[config.mk]
export PLATFORM = sky130hd
export DESIGN_NAME = synth_cfg_port
export DESIGN_NICKNAME = d
export VERILOG_FILES = /design/src/rtl/cfg_pkg.sv /design/src/rtl/cfg_sync.sv /design/src/rtl/cfg_shifter.sv /design/src/rtl/cfg_regbank.sv /design/src/rtl/cfg_chan_decode.sv /design/src/rtl/synth_cfg_port.sv
export SDC_FILE = /design/constraint.sdc
export NUM_CORES = 1
export LEC_CHECK = 0
export ABC_AREA = 0
export BUFFER_PORTS_ARGS = -buffer_cell sky130_fd_sc_hd__buf_2
export CAP_MARGIN = 0
export CORE_MARGIN = 3
export CORE_UTILIZATION = 51
export CTS_BUF_LIST = sky130_fd_sc_hd__clkbuf_2
export DETAILED_ROUTE_END_ITERATION = 8
export GPL_TIMING_DRIVEN = 0
export PLACE_DENSITY = 0.77
export RECOVER_POWER = 25
export SLEW_MARGIN = 40
export SYNTH_ARGS = -nofsm -noshare
export SYNTH_HDL_FRONTEND = slang
export SYNTH_HIERARCHICAL = 1
export SYNTH_SLANG_ARGS = --single-unit
[constraint.sdc]
create_clock -name clk -period 1.5 [get_ports clk]
set_input_delay 0.15 -clock clk [delete_from_list [all_inputs] [get_ports clk]]
set_output_delay 0.15 -clock clk [all_outputs]
set_load 0.01 [all_outputs]
[src/rtl/cfg_pkg.sv]
package cfg_pkg;
  localparam int WORD_W   = 22;
  localparam int ADDR_W   = 2;
  localparam int DATA_W   = WORD_W - ADDR_W;
  localparam int NREG     = 1 << ADDR_W;
  localparam int RDIV_W   = 15;
  localparam int A_W      = 5;
  localparam int B_W      = 13;
  localparam int PMOD_W   = 6;
  localparam int RDIV_MIN = 2;

  // register select codes: the address decode depends on these values
  typedef enum logic [ADDR_W-1:0] {
    SEL_AUX_REF  = 2'b00,
    SEL_AUX_FB   = 2'b01,
    SEL_MAIN_REF = 2'b10,
    SEL_MAIN_FB  = 2'b11
  } sel_e;

  typedef struct packed {
    logic [1:0]        mode;
    logic              tri_st;
    logic              x4;
    logic              pol;
    logic [RDIV_W-1:0] div;
  } ref_t;

  typedef struct packed {
    logic           pwdn;
    logic           psel;
    logic [B_W-1:0] b;
    logic [A_W-1:0] a;
  } fb_t;

  function automatic logic [PMOD_W-1:0] pmod_of(input logic psel, input logic high_band);
    logic [PMOD_W-1:0] base;
    base = high_band ? PMOD_W'(16) : PMOD_W'(8);
    return psel ? PMOD_W'(base << 1) : base;
  endfunction

  function automatic logic div_is_bad(input logic [RDIV_W-1:0] d);
    return d < RDIV_W'(RDIV_MIN);
  endfunction

  // a channel's counter reset: its own mode is 11 and the other side's high bit is set
  function automatic logic cnt_rst_req(input logic [1:0] own, input logic [1:0] other);
    return own[1] & own[0] & other[1];
  endfunction

  function automatic logic is_ref_sel(input logic [ADDR_W-1:0] s);
    return (s == SEL_AUX_REF) || (s == SEL_MAIN_REF);
  endfunction
endpackage

[src/rtl/cfg_sync.sv]
module cfg_sync #(
  parameter int N      = 3,
  parameter int STAGES = 2
) (
  input  logic         clk,
  input  logic         rst_n,
  input  logic [N-1:0] d_in,
  output logic [N-1:0] d_out
);
  for (genvar g = 0; g < N; g++) begin : g_bit
    logic [STAGES-1:0] chain_q;
    always_ff @(posedge clk or negedge rst_n) begin
      if (!rst_n) chain_q <= '0;
      else        chain_q <= {chain_q[STAGES-2:0], d_in[g]};
    end
    assign d_out[g] = chain_q[STAGES-1];
  end
endmodule

[src/rtl/cfg_shifter.sv]
module cfg_shifter #(
  parameter int W = 22
) (
  input  logic         clk,
  input  logic         rst_n,
  input  logic         shift_en,
  input  logic         din,
  output logic [W-1:0] word
);
  always_ff @(posedge clk or negedge rst_n) begin
    if (!rst_n)        word <= '0;
    else if (shift_en) word <= {word[W-2:0], din};
  end
endmodule

[src/rtl/cfg_regbank.sv]
module cfg_regbank
  import cfg_pkg::*;
(
  input  logic                       clk,
  input  logic                       rst_n,
  input  logic                       load,
  input  logic [WORD_W-1:0]          word,
  output logic [NREG-1:0][DATA_W-1:0] regs,
  output logic [NREG-1:0]            wr_stb,
  output logic                       div_bad
);
  logic [ADDR_W-1:0] sel;
  logic [DATA_W-1:0] data;
  logic [NREG-1:0]   we;
  logic              bad_now;

  assign sel     = word[ADDR_W-1:0];
  assign data    = word[WORD_W-1:ADDR_W];
  assign bad_now = load && is_ref_sel(sel) && div_is_bad(data[RDIV_W-1:0]);

  for (genvar g = 0; g < NREG; g++) begin : g_reg
    assign we[g] = load && (sel == ADDR_W'(g));
    always_ff @(posedge clk or negedge rst_n) begin
      if (!rst_n)     regs[g] <= '0;
      else if (we[g]) regs[g] <= data;
    end
  end

  always_ff @(posedge clk or negedge rst_n) begin
    if (!rst_n) begin
      wr_stb  <= '0;
      div_bad <= 1'b0;
    end else begin
      wr_stb <= we;
      if (bad_now) div_bad <= 1'b1;
    end
  end
endmodule

[src/rtl/cfg_chan_decode.sv]
module cfg_chan_decode
  import cfg_pkg::*;
#(
  parameter bit HIGH_BAND = 1'b0
) (
  input  ref_t              r,
  input  fb_t               f,
  output logic [RDIV_W-1:0] r_div,
  output logic              pd_pol,
  output logic              cp_4x,
  output logic              cp_tri,
  output logic [1:0]        mode,
  output logic [A_W-1:0]    a,
  output logic [B_W-1:0]    b,
  output logic              psel,
  output logic              pwdn,
  output logic [PMOD_W-1:0] pmod
);
  assign r_div  = r.div;
  assign pd_pol = r.pol;
  assign cp_4x  = r.x4;
  assign cp_tri = r.tri_st;
  assign mode   = r.mode;
  assign a      = f.a;
  assign b      = f.b;
  assign psel   = f.psel;
  assign pwdn   = f.pwdn;
  assign pmod   = pmod_of(f.psel, HIGH_BAND);
endmodule

[src/rtl/synth_cfg_port.sv]
module synth_cfg_port
  import cfg_pkg::*;
#(
  parameter int SYNC_STAGES = 2
) (
  input  logic              clk,
  input  logic              rst_n,
  input  logic              ser_clk,
  input  logic              ser_dat,
  input  logic              ser_le,
  output logic [NREG-1:0]   wr_stb,
  output logic [RDIV_W-1:0] aux_r_div,
  output logic              aux_pd_pol,
  output logic              aux_cp_4x,
  output logic              aux_cp_tri,
  output logic [1:0]        aux_mode,
  output logic [RDIV_W-1:0] main_r_div,
  output logic              main_pd_pol,
  output logic              main_cp_4x,
  output logic              main_cp_tri,
  output logic [1:0]        main_mode,
  output logic [A_W-1:0]    aux_a,
  output logic [B_W-1:0]    aux_b,
  output logic              aux_psel,
  output logic              aux_pwdn,
  output logic [PMOD_W-1:0] aux_pmod,
  output logic [A_W-1:0]    main_a,
  output logic [B_W-1:0]    main_b,
  output logic              main_psel,
  output logic              main_pwdn,
  output logic [PMOD_W-1:0] main_pmod,
  output logic              aux_cnt_rst,
  output logic              main_cnt_rst,
  output logic              r_div_bad
);
  logic [2:0]                 s_lvl;
  logic [1:0]                 prev_q;
  logic                       dat_s;
  logic                       clk_rise;
  logic                       le_rise;
  logic [WORD_W-1:0]          sr_word;
  logic [NREG-1:0][DATA_W-1:0] regs_q;
  ref_t                       aux_ref, main_ref;
  fb_t                        aux_fb, main_fb;

  cfg_sync #(.N(3), .STAGES(SYNC_STAGES)) u_sync (
    .clk   (clk),
    .rst_n (rst_n),
    .d_in  ({ser_le, ser_clk, ser_dat}),
    .d_out (s_lvl)
  );

  always_ff @(posedge clk or negedge rst_n) begin
    if (!rst_n) prev_q <= '0;
    else        prev_q <= s_lvl[2:1];
  end

  assign dat_s    = s_lvl[0];
  assign clk_rise = s_lvl[1] & ~prev_q[0];
  assign le_rise  = s_lvl[2] & ~prev_q[1];

  cfg_shifter #(.W(WORD_W)) u_shift (
    .clk      (clk),
    .rst_n    (rst_n),
    .shift_en (clk_rise),
    .din      (dat_s),
    .word     (sr_word)
  );

  cfg_regbank u_bank (
    .clk     (clk),
    .rst_n   (rst_n),
    .load    (le_rise),
    .word    (sr_word),
    .regs    (regs_q),
    .wr_stb  (wr_stb),
    .div_bad (r_div_bad)
  );

  assign aux_ref  = ref_t'(regs_q[SEL_AUX_REF]);
  assign aux_fb   = fb_t'(regs_q[SEL_AUX_FB]);
  assign main_ref = ref_t'(regs_q[SEL_MAIN_REF]);
  assign main_fb  = fb_t'(regs_q[SEL_MAIN_FB]);

  cfg_chan_decode #(.HIGH_BAND(1'b0)) u_aux_dec (
    .r(aux_ref), .f(aux_fb),
    .r_div(aux_r_div), .pd_pol(aux_pd_pol), .cp_4x(aux_cp_4x), .cp_tri(aux_cp_tri),
    .mode(aux_mode), .a(aux_a), .b(aux_b), .psel(aux_psel), .pwdn(aux_pwdn),
    .pmod(aux_pmod)
  );

  cfg_chan_decode #(.HIGH_BAND(1'b1)) u_main_dec (
    .r(main_ref), .f(main_fb),
    .r_div(main_r_div), .pd_pol(main_pd_pol), .cp_4x(main_cp_4x), .cp_tri(main_cp_tri),
    .mode(main_mode), .a(main_a), .b(main_b), .psel(main_psel), .pwdn(main_pwdn),
    .pmod(main_pmod)
  );

  assign aux_cnt_rst  = cnt_rst_req(aux_ref.mode, main_ref.mode);
  assign main_cnt_rst = cnt_rst_req(main_ref.mode, aux_ref.mode);
endmodule

# ---- Word-level counts from Yosys, hierarchy flattened
# Index checks and enable logic that the tools add are counted.
dict set report word_totals {
  register_bits 115
  inputBits 5
  output_inout_bits 99
  wordCells 33
}
dict set report op_classes {
  n_lt_le_gt_ge 1
  n_eq_ne 3
  muxes 2
  n_bitwise 8
  reduce_logical 8
}
# cell n
set ops {}
lappend ops {{less-than comparator 15 x 2 -> 1 bit, second input constant} 1}
lappend ops {{AND 1 bit} 6}
lappend ops {{logical AND 1 bit} 6}
lappend ops {{2-to-1 mux 6 bit} 1}
lappend ops {{2-to-1 mux 5 bit} 1}
lappend ops {{== test 2 bit, second input constant} 2}
lappend ops {{== test 2 x 1 -> 1 bit, second input constant} 1}
lappend ops {{logical NOT 2 bit} 1}
lappend ops {{inverter 1 bit} 2}
lappend ops {{logical OR 1 bit} 1}

# ---- Longest topological paths before layout
# Gate-level depths: netlist of run 1.
dict set report depth {
  ltp_word 4
  depth_mapped 5
  mapped_depth_nobuf 3
}

# ---- Hierarchy
# Netlist of run 1, hierarchy kept.
# mod n_inst cells_each area_each_um2 seq_area_each_um2
set modules_own_cells {}
lappend modules_own_cells {cfg_regbank 1 185 3154.3 2127.0}
lappend modules_own_cells {cfg_shifter 1 46 820.8 550.5}
lappend modules_own_cells {cfg_chan_decode 2 47 345.3 0.0}
lappend modules_own_cells {cfg_sync 1 9 172.7 150.1}
lappend modules_own_cells {synth_cfg_port 1 6 75.1 50.0}

# ---- Least setup slack after synthesis of run 1
# OpenSTA, ideal clock, no wires.
dict set report synth_path {
  path_kind {register -> register}
  from {reg u_sync.g_bit[2].chain_q[1]}
  to {reg u_bank/regs[0] in the netlist's numbering}
  setup_ns 0.125
  arrival_ns 1.387
  required_time_ns 1.375
  slack_ns -0.012
  path_stages_with_launch 6
  path_buffers 2
  cell_sequence {dfrtp_1 > buf_4 > nor2b_1 > nor3b_2 > buf_4 > mux2_2}
}
dict set report synth_via {
  elab_chain_cells 2
}
# element line
set synth_rtl {}
lappend synth_rtl {{from (decl)} cfg_sync.sv:11} ;# logic [STAGES-1:0] chain_q;
lappend synth_rtl {{from (signal assigned)} cfg_sync.sv:14} ;# else chain_q <= {chain_q[STAGES-2:0], d_in[g]};
lappend synth_rtl {{AND 1 bit} synth_cfg_port.sv:60} ;# assign le_rise = s_lvl[2] & ~prev_q[1];
lappend synth_rtl {{net le_rise} synth_cfg_port.sv:40} ;# logic le_rise;
lappend synth_rtl {{logical AND 1 bit} cfg_regbank.sv:22} ;# assign we[g] = load && (sel == ADDR_W'(g));
lappend synth_rtl {{to (signal, indexed assignment)} cfg_regbank.sv:25} ;# else if (we[g]) regs[g] <= data;
lappend synth_rtl {{to (decl)} cfg_regbank.sv:8} ;# output logic [NREG-1:0][DATA_W-1:0] regs,
# The timed path passes the listed nets, and every way through them passes these cells.
# A chain may end at the register's enable or synchronous reset.

# ---- Worst setup path after layout of run 1
dict set report layout_path {
  from {reg prev_q[1]}
  to {reg u_bank/regs[6] in the netlist's numbering}
}
dict set report layout_via {
  elab_chain_cells 3
}
# element line
set layout_rtl {}
lappend layout_rtl {{from (decl)} synth_cfg_port.sv:37} ;# logic [1:0] prev_q;
lappend layout_rtl {{from (signal assigned)} synth_cfg_port.sv:55} ;# else prev_q <= s_lvl[2:1];
lappend layout_rtl {{inverter 1 bit} synth_cfg_port.sv:60}
lappend layout_rtl {{AND 1 bit} synth_cfg_port.sv:60}
lappend layout_rtl {{net le_rise} synth_cfg_port.sv:40}
lappend layout_rtl {{logical AND 1 bit} cfg_regbank.sv:22}
# The timed path passes the listed nets, and every way through them passes these cells.

==> impl_metrics.tcl, run 1 <==
set metrics [dict create \
    grt_pass1_wl_microns 15510 \
    vias_per_cell 4.717 \
    grt_pass1_vias 3003 \
    placed_cell_area_sq_um 5613 \
    final_core_util 0.7027 \
    antenna_found_initial 0 \
    globalRoute.busiestLayer "met2" \
    clockBufferDepth 2 \
    timing.setup.tns_ns -0.7201 \
    die_h_microns 104.2 \
    vias 2788 \
    cp.required_ns 1.99 \
    cp-start-kind "flop" \
    dr.pass1.iters 5 \
    drive_gt1_frac 0.6840 \
    hold_class "input port to flop" \
    multiInputGateArea_sq_um 1366 \
    leakage_nw 3.358 \
    worst-r2r-cell-count 5 \
    wirelength_microns 9681 \
    end_kind "flop" \
    ant_nets 0 \
    timing.rr.end "u_bank/regs[6]" \
    hold_depth 2 \
    hold_viol_final 0 \
    h-tree-depth 4 \
    synth.area.top_cells "dfrtp_1, mux2_2, buf_4" \
    start_util 0.5292 \
    final.setup.worst_slack_ns -0.06491 \
    power.density_nw_per_um2 1592 \
    die_area_sq_um 10850 \
    drt_iter0_drc 63 \
    fmax_mhz 639.0 \
    final_nets 454 \
    worst_pin_slew_ns 0.5737 \
    synth_top_area_share 0.5857 \
    portBuffers 95 \
    grt.overflow.total 0 \
    yosys.area.top_type "dfrtp_1" \
    wl_per_cell_microns 16.38 \
    rows 35 \
    grt.met2_usage 0.2934 \
    seqCellArea_sq_um 2879 \
    status "finished, violations left" \
    areaGrowthSynthToFinish_pct 32.77 \
    cap_violations 0 \
    use_met3 0.05214 \
    clock_latency_ns 0.61 \
    path_class "flop to flop" \
    min_period_over_period 1.043 \
    numCtsBuffers 17 \
    yosysSeqAreaShare 0.5857 \
    vdd_ir_drop_max_mv 1.061 \
    clk_pin_slew_worst_paths_ns 0.17 \
    slew-limit-headroom 0.6175 \
    syn_area_sq_um 4913 \
    setup_violations 18 \
    fin_hold_ws_ns 0.1840 \
    grt_max_degree 81 \
    mostFrequentLayoutCell "dfrtp_1" \
    fin_skew_ns 0.03419 \
    globalplace.congestion 0.6813 \
    synthCells 340 \
    fin_area_sq_um 6524 \
    violations "setup timing" \
    yosys_warnings 6 \
    grt_usage 0.1811 \
    cts_root_buf "clkbuf_2" \
    cp-startpoint "prev_q[1]" \
    cts_tree "yes" \
    num_antenna_cells 0 \
    arrival_ns 2.06 \
    num-fill-cells 645 \
    io_pins 104 \
    final_cell_mix "dfrtp_1, buf_6, mux2_2, buf_4, clkbuf_2" \
    grt_setup_unrepaired "yes" \
    ys_ff_latch 115 \
    drcViolationCount 0 \
    synth_area_per_cell_sq_um 14.45 \
    cts_sinks 115 \
    min_period_ns 1.565 \
    slew_viol_final 0 \
    synth_cell_types 15 \
    coreArea_sq_um 9284 \
    r2r-start "prev_q[1]" \
    use_met1 0.2434 \
    path_max_fanout 5 \
    reg2reg_slack_ns -0.06 \
    die_x_microns 104.2 \
    critPathCapture "u_bank/regs[6]" \
    place_hpwl_microns 5891 \
]
-- cell type report --
cell class	count	share of cell area
Tap cell	129	0.02474
Inverter	5	0.002877
Buffer	55	0.08113
Multi-Input combinational cell	123	0.2094
Sequential cell	115	0.4413
Clock buffer	17	0.01304
Timing Repair Buffer	132	0.2020
Clock inverter	15	0.02551
-- flip-flops by register name, summed over array words and instances (netlist names) --
signal	cells
prev_q	2
u_bank/div_bad	1
u_shift/word	22
u_sync/g_bit.chain_q	6
u_bank/regs	80
u_bank/wr_stb	4
-- worst min path at each step --
stage / slack, ns / from / to
6_report: 0.18 / ser_clk / u_sync/g_bit[1].chain_q[0]
5_1_grt: 0.1 / ser_dat / u_sync/g_bit[0].chain_q[0]
4_1_cts: 0.11 / ser_clk / u_sync/g_bit[1].chain_q[0]
3_5_place_dp: 0.04 / rst_n / u_bank/regs[36]
3_3_place_gp: 0.26 / ser_clk / u_sync/g_bit[1].chain_q[0]
2_1_floorplan: -0.15 / rst_n / prev_q[0]
-- power by group --
part / switching (mW) / leakage [nW] / internal [mW] / total (mW)
clock: 1.14 / 0.136 / 0.906 / 2.04
sequential: 0.792 / 1.50 / 3.89 / 4.69
combinational: 1.14 / 1.72 / 2.51 / 3.65
-- worst max-delay path, stage by stage (launching register included) --
cell,delay (ns)
dfrtp_1,0.43
nor2b_4,0.16
nor3b_4,0.25
buf_6,0.17
buf_8,0.14
mux2_4,0.30
-- cell usage after synthesis, drive strengths merged --
| cell | instances |
|---|---|
| nor4b | 1 |
| conb | 2 |
| nor4 | 3 |
| buf | 103 |
| dfrtp | 115 |
| inv | 5 |
| nor2b | 2 |
| nor3b | 1 |
| nand3 | 1 |
| nand3b | 2 |
| a41o | 1 |
| mux2 | 102 |
| and3 | 2 |
-- cells by family after synthesis --
logic type	share of synthesized area
simple gates	0.01731
other cells	0.001528
buf+inv	0.1597
flops	0.5857
mux	0.2338
compound gates	0.002037
-- metrics by stage --
stage / instances / power [mW] / worst slack [ns]
after floorplan: 346 / 6.425 / 0.04998
after global routing: 591 / 10.99 / -0.1296
after global placement: 570 / 7.339 / -0.9754
final: 591 / 10.38 / -0.06491
after detailed placement: 571 / 7.462 / -0.1161
after CTS: 611 / 9.817 / -0.08370
-- layer usage --
layer	vias to the layer above	share of wire
met5	-	0
met4	0	0.0042
met3	4	0.049
met2	82	0.51
met1	1428	0.44
li1	1274	-
-- timing repair --
| item | in CTS | in global routing |
|---|---|---|
| buffers inserted | 8 | 23 |
| setup endpoints to repair | 122 | 120 |
| hold buffers | 5 | 0 |
| pin swaps | 1 | 0 |
| cloned | 2 | 0 |
| resized for setup | 60 | 96 |
| endpoints found under the hold margin | 118 | 0 |
Power figures use the tool's default switching activity.
==> run 2, diff against run 1 <==
==> constraint.sdc (replaced) <==
create_clock -name clk -period 1.5 [get_ports clk]
set_input_delay 0.075 -clock clk [delete_from_list [all_inputs] [get_ports clk]]
set_output_delay 0.075 -clock clk [all_outputs]
set_load 0.01 [all_outputs]
==> run 2 against run 1 <==
The run still ends with setup timing left. Global-route usage decreased by 0.28 points. Clock skew about the same. Critical path depth is the same. Combinational power decreased by 20%. Sequential power fell by 3%. Worst setup slack improved by 0.012 ns. Sequential share of layout area increased by 3.2 points. Via count increased by 1.3%. Cell count increased by 4.2%. Core utilization fell by 4.8 points. Critical path type unchanged.
==> impl_metrics.tcl, run 2 (synthesis gave the netlist of run 1 again) <==
set metrics [dict create \
    status "finished, violations left" \
    violations "setup timing" \
    grt_usage 0.1783 \
    start_util 0.5292 \
    cts_sinks 115 \
    path_class "flop to flop" \
    coreArea_sq_um 9284 \
    min_period_over_period 1.035 \
    fmax_mhz 644.1 \
    worst_pin_slew_ns 0.8438 \
    end_kind "flop" \
    cp.required_ns 2.00 \
    fin_hold_ws_ns 0.09852 \
    dpl.cell_count 571 \
    vdd_ir_drop_max_mv 1.038 \
    hold_viol_final 0 \
    drive_gt1_frac 0.6961 \
    instances_no_fill 616 \
    die_area_sq_um 10850 \
    wl_per_cell_microns 14.67 \
    top_layer_used "met4" \
    die_x_microns 104.2 \
    final.setup.worst_slack_ns -0.05250 \
    io_pins 104 \
    final_core_util 0.6550 \
    cap_violations 0 \
    antenna_found_initial 0 \
    cts_root_buf "clkbuf_2" \
    wl_met2_microns 4468 \
    wl_met3_microns 438 \
    fin_skew_ns 0.03428 \
    largest_registers "u_bank/regs x80, u_shift/word x22, u_sync/g_bit.chain_q x6" \
    multiInputGateArea_sq_um 1343 \
    clk_pin_slew_worst_paths_ns 0.17 \
    clock_latency_ns 0.62 \
    fin_area_sq_um 6081 \
    grt_setup_unrepaired "yes" \
    cp-start-kind "flop" \
    power.density_nw_per_um2 1569 \
    numCtsBuffers 17 \
    slew-limit-headroom 0.4375 \
    grt_max_degree 81 \
    leakage_nw 3.381 \
    placed_cell_area_sq_um 5613 \
    ant_nets 0 \
    globalplace.congestion 0.6813 \
    clockBufferDepth 2 \
    grt_pass1_vias 2973 \
    top_register "u_bank/regs" \
    seqCellArea_sq_um 2879 \
    h-tree-depth 4 \
    setup_violations 18 \
    rows 35 \
    cts_tree "yes" \
    wirelength_microns 9034 \
    drcViolationCount 0 \
    slew_viol_final 0 \
    drt_iter0_drc 59 \
    grt_pass1_wl_microns 15290 \
    hold_class "input port to flop" \
    path_max_fanout 5 \
    min_period_ns 1.553 \
    place_hpwl_microns 5891 \
    grt.overflow.total 0 \
    vias 2824 \
    num_antenna_cells 0 \
    portBuffers 95 \
    largest_reg_flops 80 \
    arrival_ns 2.06 \
    dr.pass1.iters 4 \
    p_total_mw 9.540 \
    m1WireLength_microns 4071 \
    mostFrequentLayoutCell "dfrtp_1" \
    areaGrowthSynthToFinish_pct 23.76 \
    dp_slack_ns -0.1161 \
    timing.setup.tns_ns -0.7585 \
    vias_per_cell 4.584 \
    final_nets 479 \
    final_cell_mix "dfrtp_1, buf_4, buf_2, mux2_2, clkbuf_2" \
    num-fill-cells 724 \
    die_h_microns 104.2 \
]
-- run 2: changes by cell type in the layout (fill, tap and decap cells not counted), moves of 5 or more --
cell,previous run,this run
buf_2,10,93
buf_4,50,98
buf_6,111,6
mux2_2,83,88
mux2_4,19,14
-- run 2: timing repair --
action                                 CTS  global route
setup endpoints to repair               98            43
hold buffers                             6             0
gates resized for setup                 26             7
pin swaps                                1             1
setup buffers                            4             2
endpoints found under the hold margin  118             0
cloned                                   2             0
-- run 2: layout make-up --
class                      count  share of cell area
inverter                       5            0.003086
timing repair buffer         110              0.1045
sequential                   115              0.4735
clock buffer                  17             0.01399
clock inverter                15             0.02737
tap                          129             0.02654
buffer                       102              0.1302
multi-input combinational    123              0.2208
-- run 2: worst max-delay path, cell delays in order (launching register included) --
cell,delay [ns]
dfrtp_1,0.43
nor2b_4,0.16
nor3b_4,0.25
buf_6,0.17
buf_8,0.14
mux2_4,0.30
-- run 2: worst paths after layout --
kind | from | to | slack, ns | cells after the start
min in group asynchronous | rst_n | u_bank/regs[57] | 0.70 | 4
hold reg to reg | u_sync/g_bit[1].chain_q[0] | u_sync/g_bit[1].chain_q[1] | 0.37 | 0
hold / removal | ser_clk | u_sync/g_bit[1].chain_q[0] | 0.1 | 2
max in group asynchronous | rst_n | u_bank/wr_stb[2] | 0.17 | 4
setup reg to reg | prev_q[1] | u_bank/regs[7] | -0.05 | 5
setup / recovery | prev_q[1] | u_bank/regs[7] | -0.05 | 5
-- run 2: report_power, final --
group          internal [mW]  total (mW)  switching (mW)  leakage, nW
Sequential              3.89        4.57           0.678         1.50
Clock                  0.907        2.06            1.15        0.136
Combinational           1.87        2.92            1.05         1.74
-- run 2: routing by layer --
metal  up-vias  GRT usage
li1       1332          -
met1      1405     0.2426
met2        80     0.2846
met3         7    0.05214
met4         0    0.04274
met5         -          0
==> run 3, diff against run 2 <==
- MAX_ROUTING_LAYER: not set -> met4
- SETUP_SLACK_MARGIN: not set -> 0.3
==> run 3 against run 2 <==
The flow still finishes with violations (setup timing). Sequential share of layout area shrank 11 points. Die area did not move. Non-clock buffer count grew 81. Combinational power is 89% higher. Clock skew grew 0.012 ns. Register-to-register slack worse by 0.14 ns. Worst hold slack worse by 0.028 ns. Cell area grew 32%. Clock-buffer cell count is 4 higher. Worst setup slack worse by 0.14 ns.
==> impl_metrics.tcl, run 3 (synthesis gave the netlist of run 1 again) <==
set metrics [dict create \
    status "finished, violations left" \
    violations "setup timing" \
    globalplace.congestion 0.7280 \
    pwr-share-seq 0.389 \
    final_nets 560 \
    vdd_ir_drop_max_mv 1.197 \
    place_hpwl_microns 6039 \
    path_max_fanout 5 \
    coreArea_sq_um 9284 \
    fin_hold_ws_ns 0.07051 \
    fmax_mhz 590.0 \
    p_total_mw 12.50 \
    p_sw_frac 0.3034 \
    r2r-start "u_sync/g_bit[2].chain_q[1]" \
    numCtsBuffers 17 \
    hold_depth 2 \
    instances_no_fill 697 \
    slew-limit-headroom 0.5387 \
    h-tree-depth 4 \
    die_h_microns 104.2 \
    reg2reg_slack_ns -0.19 \
    min_period_ns 1.695 \
    largest_registers "u_bank/regs x80, u_shift/word x22, u_sync/g_bit.chain_q x6" \
    ant_nets 0 \
    cts_tree "yes" \
    timing.rr.end "u_bank/regs[13]" \
    grt_usage 0.2701 \
    path_class "flop to flop" \
    power.density_nw_per_um2 1559 \
    fin_skew_ns 0.04584 \
    rows 35 \
    clock_latency_ns 0.64 \
    drcViolationCount 0 \
    largest_reg_flops 80 \
    num-fill-cells 390 \
    clkPwrFrac 0.170 \
    cp-start-kind "flop" \
    clk_pin_slew_worst_paths_ns 0.18 \
    antenna_found_initial 0 \
    setup_violations 74 \
    top_register "u_bank/regs" \
    num_antenna_cells 0 \
    dpl.cell_count 571 \
    grt_max_degree 68 \
    final.setup.worst_slack_ns -0.1948 \
    worst-r2r-cell-count 6 \
    hold_start "ser_le" \
    portBuffers 95 \
    slew_viol_final 0 \
    end_kind "flop" \
    grt_pass1_vias 3699 \
    die_x_microns 104.2 \
    holdPathEnd "u_sync/g_bit[2].chain_q[0]" \
    areaGrowthSynthToFinish_pct 63.20 \
    cts_root_buf "clkbuf_2" \
    p_sw_mw 3.793 \
    hold_class "input port to flop" \
    grt_pass1_wl_microns 21400 \
    cp.required_ns 2.00 \
    arrival_ns 2.19 \
    mostFrequentLayoutCell "buf_6" \
    die_area_sq_um 10850 \
    cp-startpoint "u_sync/g_bit[2].chain_q[1]" \
    grt_setup_unrepaired "yes" \
    dr.pass1.iters 4 \
    grt.overflow.total 0 \
    cap_violations 0 \
    wirelength_microns 14700 \
    io_pins 104 \
    combPwrFrac 0.442 \
    final_cell_mix "buf_6, dfrtp_1, mux2_4, buf_4, clkbuf_2" \
    drive_gt1_frac 0.7500 \
    hold_viol_final 0 \
    min_period_over_period 1.130 \
    p_int_mw 8.708 \
    leakage_nw 4.331 \
    vias 3391 \
    worst_pin_slew_ns 0.6920 \
    wl_per_cell_microns 21.10 \
    clockBufferDepth 2 \
    start_util 0.5292 \
    cts_sinks 115 \
    vias_per_cell 4.865 \
    drt_iter0_drc 190 \
]
[run 3: changes by cell type in the layout (fill, tap and decap cells not counted), sizes merged]
cell          previous run  this run
dlymetal6s2s             1         0
buf                    200       284
clkinvlp                 4         1
inv                      5         6
dlygate4sd3              5         7
clkinv                   8         6
[run 3: area by class of cell]
cell class,instances,area (sq um),share of cell area
Inverter,5,18.77,0.002340
Clock buffer,21,105.1,0.01311
Multi-Input combinational cell,123,1672,0.2085
Sequential cell,115,2879,0.3590
Timing Repair Buffer,190,1886,0.2351
Buffer,103,1162,0.1450
Tap cell,129,161.4,0.02013
Clock inverter,11,135.1,0.01685
[run 3: worst max path at each step]
stage	cells past startpoint	endpoint
2_1_floorplan	5	u_bank/regs[0]
3_3_place_gp	1	u_bank/regs[44]
3_5_place_dp	5	u_bank/regs[0]
4_1_cts	6	u_bank/regs[6]
5_1_grt	6	u_bank/regs[13]
6_report	6	u_bank/regs[13]
[run 3: worst max-delay path, stage by stage, from the launching register on]
cell	delay (ns)
dfrtp_1	0.38
buf_6	0.10
nor2b_4	0.18
nor3b_4	0.28
buf_6	0.18
buf_8	0.14
mux2_4	0.30
[run 3: metal layers]
metal | GRT usage | vias up | wire, microns
li1 | - | 1477 | -
met1 | 0.3066 | 1753 | 5786
met2 | 0.4786 | 120 | 7853
met3 | 0.04966 | 41 | 543
met4 | 0.09782 | 0 | 520
met5 | - | - | 0
[run 3: timing repair]
action / CTS / global route
pin swaps: 1 / 1
buffers inserted: 48 / 30
cloned: 9 / 0
hold endpoints to repair: 118 / 0
hold buffers: 7 / 0
gates resized for setup: 265 / 13
endpoints found under the setup margin: 193 / 211
[run 3: power by group through the flow]
stage	Sequential [mW]	Combinational (mW)	Clock (mW)
floorplan	4.41	2.27	0
global placement	4.60	2.99	0
detailed placement	4.65	3.07	0
CTS	4.74	5.00	2.12
global route	4.96	5.77	2.30
finish	4.86	5.52	2.12
[run 3: per-stage QoR]
stage                     area, sq um  setup TNS [ns]  worst slack (ns)  utilization
final                            8019          -5.778           -0.1948       0.8637
after global routing             8019          -9.766           -0.2460       0.8637
after CTS                        7782          -1.612          -0.07748       0.8383
after detailed placement         5819         -0.5996          -0.04757       0.6268
after global placement           5782         -108.08           -0.9465       0.6228
after floorplan                  5145               0           0.09290            -
